===== config.mk =====
export PLATFORM = sky130hd
export DESIGN_NAME = turbo_enc_term
export DESIGN_NICKNAME = d
export VERILOG_FILES = /design/src/rtl/turbo_enc_pkg.sv /design/src/rtl/tenc_rsc.sv /design/src/rtl/tenc_tail_seq.sv /design/src/rtl/turbo_enc_term.sv
export SDC_FILE = /design/constraint.sdc
export NUM_CORES = 1
export LEC_CHECK = 0
export BUFFER_PORTS_ARGS = -buffer_cell sky130_fd_sc_hd__buf_2
export CORE_ASPECT_RATIO = 1.1
export CORE_MARGIN = 2
export CORE_UTILIZATION = 62
export CTS_BUF_LIST = sky130_fd_sc_hd__clkbuf_8
export DETAILED_ROUTE_END_ITERATION = 8
export PLACE_DENSITY_LB_ADDON = 0.08
export SKIP_LAST_GASP = 1
export SLEW_MARGIN = 20
export SYNTH_ARGS = -nofsm -noshare
export SYNTH_HDL_FRONTEND = slang
export SYNTH_HIERARCHICAL = 1
export SYNTH_SLANG_ARGS = --single-unit

===== constraint.sdc =====
create_clock -name clk_i -period 4.7 [get_ports clk_i]
set_input_delay 0.94 -clock clk_i [delete_from_list [all_inputs] [get_ports clk_i]]
set_output_delay 0.94 -clock clk_i [all_outputs]
set_load 0.02 [all_outputs]

===== src/rtl/turbo_enc_pkg.sv =====
package turbo_enc_pkg;
  localparam int unsigned MEM     = 3;
  localparam int unsigned NUM_ENC = 2;
  localparam int unsigned WORD_W  = NUM_ENC + 1;
  localparam int unsigned SUB_W   = $clog2(MEM);
  localparam int unsigned IDX_W   = (NUM_ENC > 1) ? $clog2(NUM_ENC) : 1;
  // bit i = coefficient of D^i
  localparam logic [MEM:0] FB_POLY = 4'b1101;
  localparam logic [MEM:0] FF_POLY = 4'b1011;
endpackage


===== src/rtl/tenc_rsc.sv =====
module tenc_rsc
  import turbo_enc_pkg::*;
#(
  parameter int unsigned M = MEM,
  parameter logic [M:0] FB = FB_POLY,
  parameter logic [M:0] FF = FF_POLY
) (
  input  logic clk_i,
  input  logic rst_ni,
  input  logic en_i,
  input  logic term_i,
  input  logic bit_i,
  output logic sys_o,
  output logic par_o,
  output logic zero_o
);
  logic [M:1] d_q;
  logic fb, a;

  assign fb     = ^(d_q & FB[M:1]);
  assign sys_o  = term_i ? fb : bit_i;
  assign a      = sys_o ^ fb;
  assign par_o  = (a & FF[0]) ^ (^(d_q & FF[M:1]));
  assign zero_o = (d_q == '0);

  always_ff @(posedge clk_i or negedge rst_ni) begin
    if (!rst_ni)   d_q <= '0;
    else if (en_i) d_q <= {d_q[M-1:1], a};
  end
endmodule


===== src/rtl/tenc_tail_seq.sv =====
module tenc_tail_seq
  import turbo_enc_pkg::*;
(
  input  logic              clk_i,
  input  logic              rst_ni,
  input  logic              start_i,
  input  logic              can_load_i,
  input  logic              x_i,
  input  logic              z_i,
  output logic              active_o,
  output logic [IDX_W-1:0]  idx_o,
  output logic              step_o,
  output logic              emit_o,
  output logic              last_o,
  output logic [WORD_W-1:0] bits_o
);
  localparam logic [SUB_W-1:0] SUB_LAST = SUB_W'(MEM - 1);
  localparam logic [IDX_W-1:0] IDX_LAST = IDX_W'(NUM_ENC - 1);

  logic [SUB_W-1:0] sub_q;
  logic             h_x_q, h_z_q;

  assign emit_o = active_o && (sub_q != '0);
  assign step_o = active_o && (!emit_o || can_load_i);
  assign last_o = emit_o && (sub_q == SUB_LAST) && (idx_o == IDX_LAST);
  // step 1: {x1, z0, x0}; step 2: {z2, x2, z1}
  assign bits_o = (sub_q == SUB_W'(1)) ? {x_i, h_z_q, h_x_q} : {z_i, x_i, h_z_q};

  always_ff @(posedge clk_i or negedge rst_ni) begin
    if (!rst_ni) begin
      active_o <= 1'b0;
      sub_q    <= '0;
      idx_o    <= '0;
    end else if (start_i) begin
      active_o <= 1'b1;
      sub_q    <= '0;
      idx_o    <= '0;
    end else if (step_o) begin
      if (sub_q == SUB_LAST) begin
        sub_q <= '0;
        if (idx_o == IDX_LAST) active_o <= 1'b0;
        else                   idx_o    <= idx_o + 1'b1;
      end else begin
        sub_q <= sub_q + 1'b1;
      end
    end
  end

  always_ff @(posedge clk_i or negedge rst_ni) begin
    if (!rst_ni) begin
      h_x_q <= 1'b0;
      h_z_q <= 1'b0;
    end else if (step_o) begin
      if (sub_q == '0) begin
        h_x_q <= x_i;
        h_z_q <= z_i;
      end else if (sub_q == SUB_W'(1)) begin
        h_z_q <= z_i;
      end
    end
  end
endmodule


===== src/rtl/turbo_enc_term.sv =====
module turbo_enc_term
  import turbo_enc_pkg::*;
(
  input  logic              clk_i,
  input  logic              rst_ni,
  input  logic              in_valid_i,
  output logic              in_ready_o,
  input  logic              sys_bit_i,
  input  logic              ilv_bit_i,
  input  logic              in_last_i,
  output logic              out_valid_o,
  input  logic              out_ready_i,
  output logic [WORD_W-1:0] out_bits_o,
  output logic              out_sob_o,
  output logic              out_eob_o
);
  logic               can_load, in_fire;
  logic               tail_active, tail_step, tail_emit, tail_last, tail_done;
  logic [IDX_W-1:0]   tail_idx;
  logic [WORD_W-1:0]  tail_bits;
  logic [NUM_ENC-1:0] enc_en, enc_din, enc_u, enc_z, enc_zero;
  logic               first_q;

  assign can_load   = !out_valid_o || out_ready_i;
  assign in_ready_o = can_load && !tail_active;
  assign in_fire    = in_valid_i && in_ready_o;
  assign tail_done  = tail_last && tail_step;
  assign enc_din    = {ilv_bit_i, sys_bit_i};

  for (genvar i = 0; i < NUM_ENC; i++) begin : g_enc
    assign enc_en[i] = in_fire || (tail_step && (tail_idx == IDX_W'(i)));
    tenc_rsc u_rsc (
      .clk_i  (clk_i),
      .rst_ni (rst_ni),
      .en_i   (enc_en[i]),
      .term_i (tail_active),
      .bit_i  (enc_din[i]),
      .sys_o  (enc_u[i]),
      .par_o  (enc_z[i]),
      .zero_o (enc_zero[i])
    );
  end

  tenc_tail_seq u_seq (
    .clk_i      (clk_i),
    .rst_ni     (rst_ni),
    .start_i    (in_fire && in_last_i),
    .can_load_i (can_load),
    .x_i        (enc_u[tail_idx]),
    .z_i        (enc_z[tail_idx]),
    .active_o   (tail_active),
    .idx_o      (tail_idx),
    .step_o     (tail_step),
    .emit_o     (tail_emit),
    .last_o     (tail_last),
    .bits_o     (tail_bits)
  );

  always_ff @(posedge clk_i or negedge rst_ni) begin
    if (!rst_ni) begin
      out_valid_o <= 1'b0;
      out_bits_o  <= '0;
      out_sob_o   <= 1'b0;
      out_eob_o   <= 1'b0;
    end else if (can_load) begin
      out_valid_o <= in_fire || (tail_step && tail_emit);
      if (in_fire) begin
        out_bits_o <= {enc_z[1], enc_z[0], sys_bit_i};
        out_sob_o  <= first_q;
        out_eob_o  <= 1'b0;
      end else if (tail_step && tail_emit) begin
        out_bits_o <= tail_bits;
        out_sob_o  <= 1'b0;
        out_eob_o  <= tail_last;
      end
    end
  end

  always_ff @(posedge clk_i or negedge rst_ni) begin
    if (!rst_ni)        first_q <= 1'b1;
    else if (in_fire)   first_q <= 1'b0;
    else if (tail_done) first_q <= 1'b1;
  end
endmodule


==> impl_metrics.toml <==
[cts]
cts_sinks = 19
cts.clk_slew.worst_paths_ps = 70
clock_latency_ps = 250
cts_root_buffer = "clkbuf_8"
hold_buffers = 0
post_cts_resized = 0
cts_buffers = 3
htree_levels = 1
cts_buffer_depth = 2
cts_tree = "done"
post_cts_buffers = 0

[power_and_ir_drop]
powerDensity_nw_per_um2 = 756
swShare_pct = 41.4
p_sw_mw = 0.369
p_clk_share_pct = 12.3
p_int_mw = 0.522
power_frac_comb_pct = 52.3
p_leak_nw = 0.589
ir_drop_mv = 0.432
seqPwrFrac_pct = 35.4

[placement]
dp_cells = 131
gp_congestion = 0.770
dp_hpwl_mm = 1.31
io_buffers = 13

[worst_setup_path]
r2r_cells = 8
arrival_ps = 1400
r2r-end = "out_bits_o[2]"
cp_max_fo = 3
crit_path_end_kind = "output port"
crit_type = "in -> out"
startpoint_type = "input port"
crit_required_ps = 3760
r2r_start = "u_seq/active_o"
r2r_setup_slack_ps = 2680
setup.worst_path.end = "in_ready_o"
crit_start = "out_ready_i"

[global_route]
grt_pass1_wl_mm = 3.01
grt_overflow_total = 0
grt_max_degree = 21
antenna_found_initial = 0
grt_usage_pct = 20.6
first_global_vias = 707

[route]
dr.pass1.iters = 6
vias = 784
wl_mm = 1.90
drc = 0
via_per_inst = 5.81
wl_per_cell_um = 14.1
antenna_left = 0
drt_iter0_drc = 22

[floorplanning]
dieArea_um2 = 2050
design.core.area_um2 = 1580
pin_count = 14
floorplan.rows = 15
start_util_pct = 67.1
fp.dieW_um = 43.4
die_height_um = 47.3

[cells_and_area]
final_layout_size_suffix_gt1_share_pct = 27.1
fin_nets = 126
stdcell_count = 135
antenna_cells = 0
area_growth_pct = 11.3

[synth]
netlist_area_um2 = 1060
netlist_instances = 102
ys_warn_count = 6
syn-num-nets = 109
avgSynthCellArea_um2 = 10.4

[timing]
finalHoldViolations = 0
clock_skew_ps = 3.52
fin_setup_tns_ps = 0
min_period_over_period_pct = 49.7
fmax_ghz = 0.428
fin_crit_ps = 2340
final_max_slew_viol_count = 0
setup_viol = 0
whs_ps = 498
maxSlewHeadroom_pct = 57.4
rsz0062_at_grt = "no"
tightest_slew_ps = 639

[min_path]
hold_path_class = "reg -> reg"

[flow_run]
drv_cap = 0

[status]
status = "finished, final reports clean"
power by group through the flow:
stage	registers (mW)	logic [mW]	clock network, mW
global placement	0.312	0.454	0
CTS	0.313	0.468	0.112
finish	0.315	0.466	0.110
detailed placement	0.314	0.461	0
global route	0.323	0.514	0.116
floorplan	0.328	0.351	0
registers in the layout, indices dropped and copies added, names as in the netlist:
name	cells
u_seq/sub_q	2
out_bits_o	3
out_eob_o	1
g_enc.u_rsc/d_q	6
u_seq/h_z_q	1
u_seq/active_o	1
out_sob_o	1
out_valid_o	1
u_seq/idx_o	1
u_seq/h_x_q	1
first_q	1
layout by cell type (no fill, tap or decap), types with 2 or more instances in the layout:
master    instances
nor2b_4           2
nor2b_1           2
dfrtp_1          18
nand2_1          10
xnor2_1           6
a21o_1            3
a21oi_1           4
clkbuf_8          3
a222oi_1          3
o221ai_1          2
mux2_4            2
inv_1            10
nand4b_1          2
and3_1            2
buf_2            13
mux2_2            4
mux2_1            4
o21ai_2           2
nor2_1           10
layer usage:
metal,part of all wire (%),vias up,global-route usage [%]
met3,3.2,4,3.46
met1,45,378,25.1
li1,-,386,-
met5,0,-,0
met2,51,16,35.5
met4,1.5,0,10.9
worst max-delay path, stage by stage:
cell	delay (ps)
buf_2	110
nor2b_4	120
nor2_1	40
buf_2	180
area by class of cell:
class                      count  area [um2]
multi-input combinational     72         533
timing repair buffer          13        65.1
clock buffer                   3        41.3
inverter                      10        37.5
clock inverter                 1        3.75
sequential                    19         477
tap                           17        21.3
fill                         110         398
stage by stage:
step	total power, mW	setup slack [ps]	instance area, um2	util, %
after floorplan	0.679	2510	1060	-
after detailed placement	0.776	2320	1130	71.9
after global placement	0.767	2360	1130	71.9
after global routing	0.953	2340	1180	74.8
after CTS	0.893	2360	1180	74.8
final	0.890	2360	1180	74.8
how the worst min path moves through the flow:
stage	startpoint	to	slack, ps	cells past startpoint
floorplan	g_enc[0].u_rsc/d_q[1]	g_enc[0].u_rsc/d_q[2]	460	1
global placement	out_eob_o	out_eob_o	480	1
detailed placement	out_eob_o	out_eob_o	490	1
CTS	out_eob_o	out_eob_o	500	1
global route	out_sob_o	out_sob_o	520	1
finish	out_eob_o	out_eob_o	500	1
Note: power is estimated with default switching activity, not from simulation.
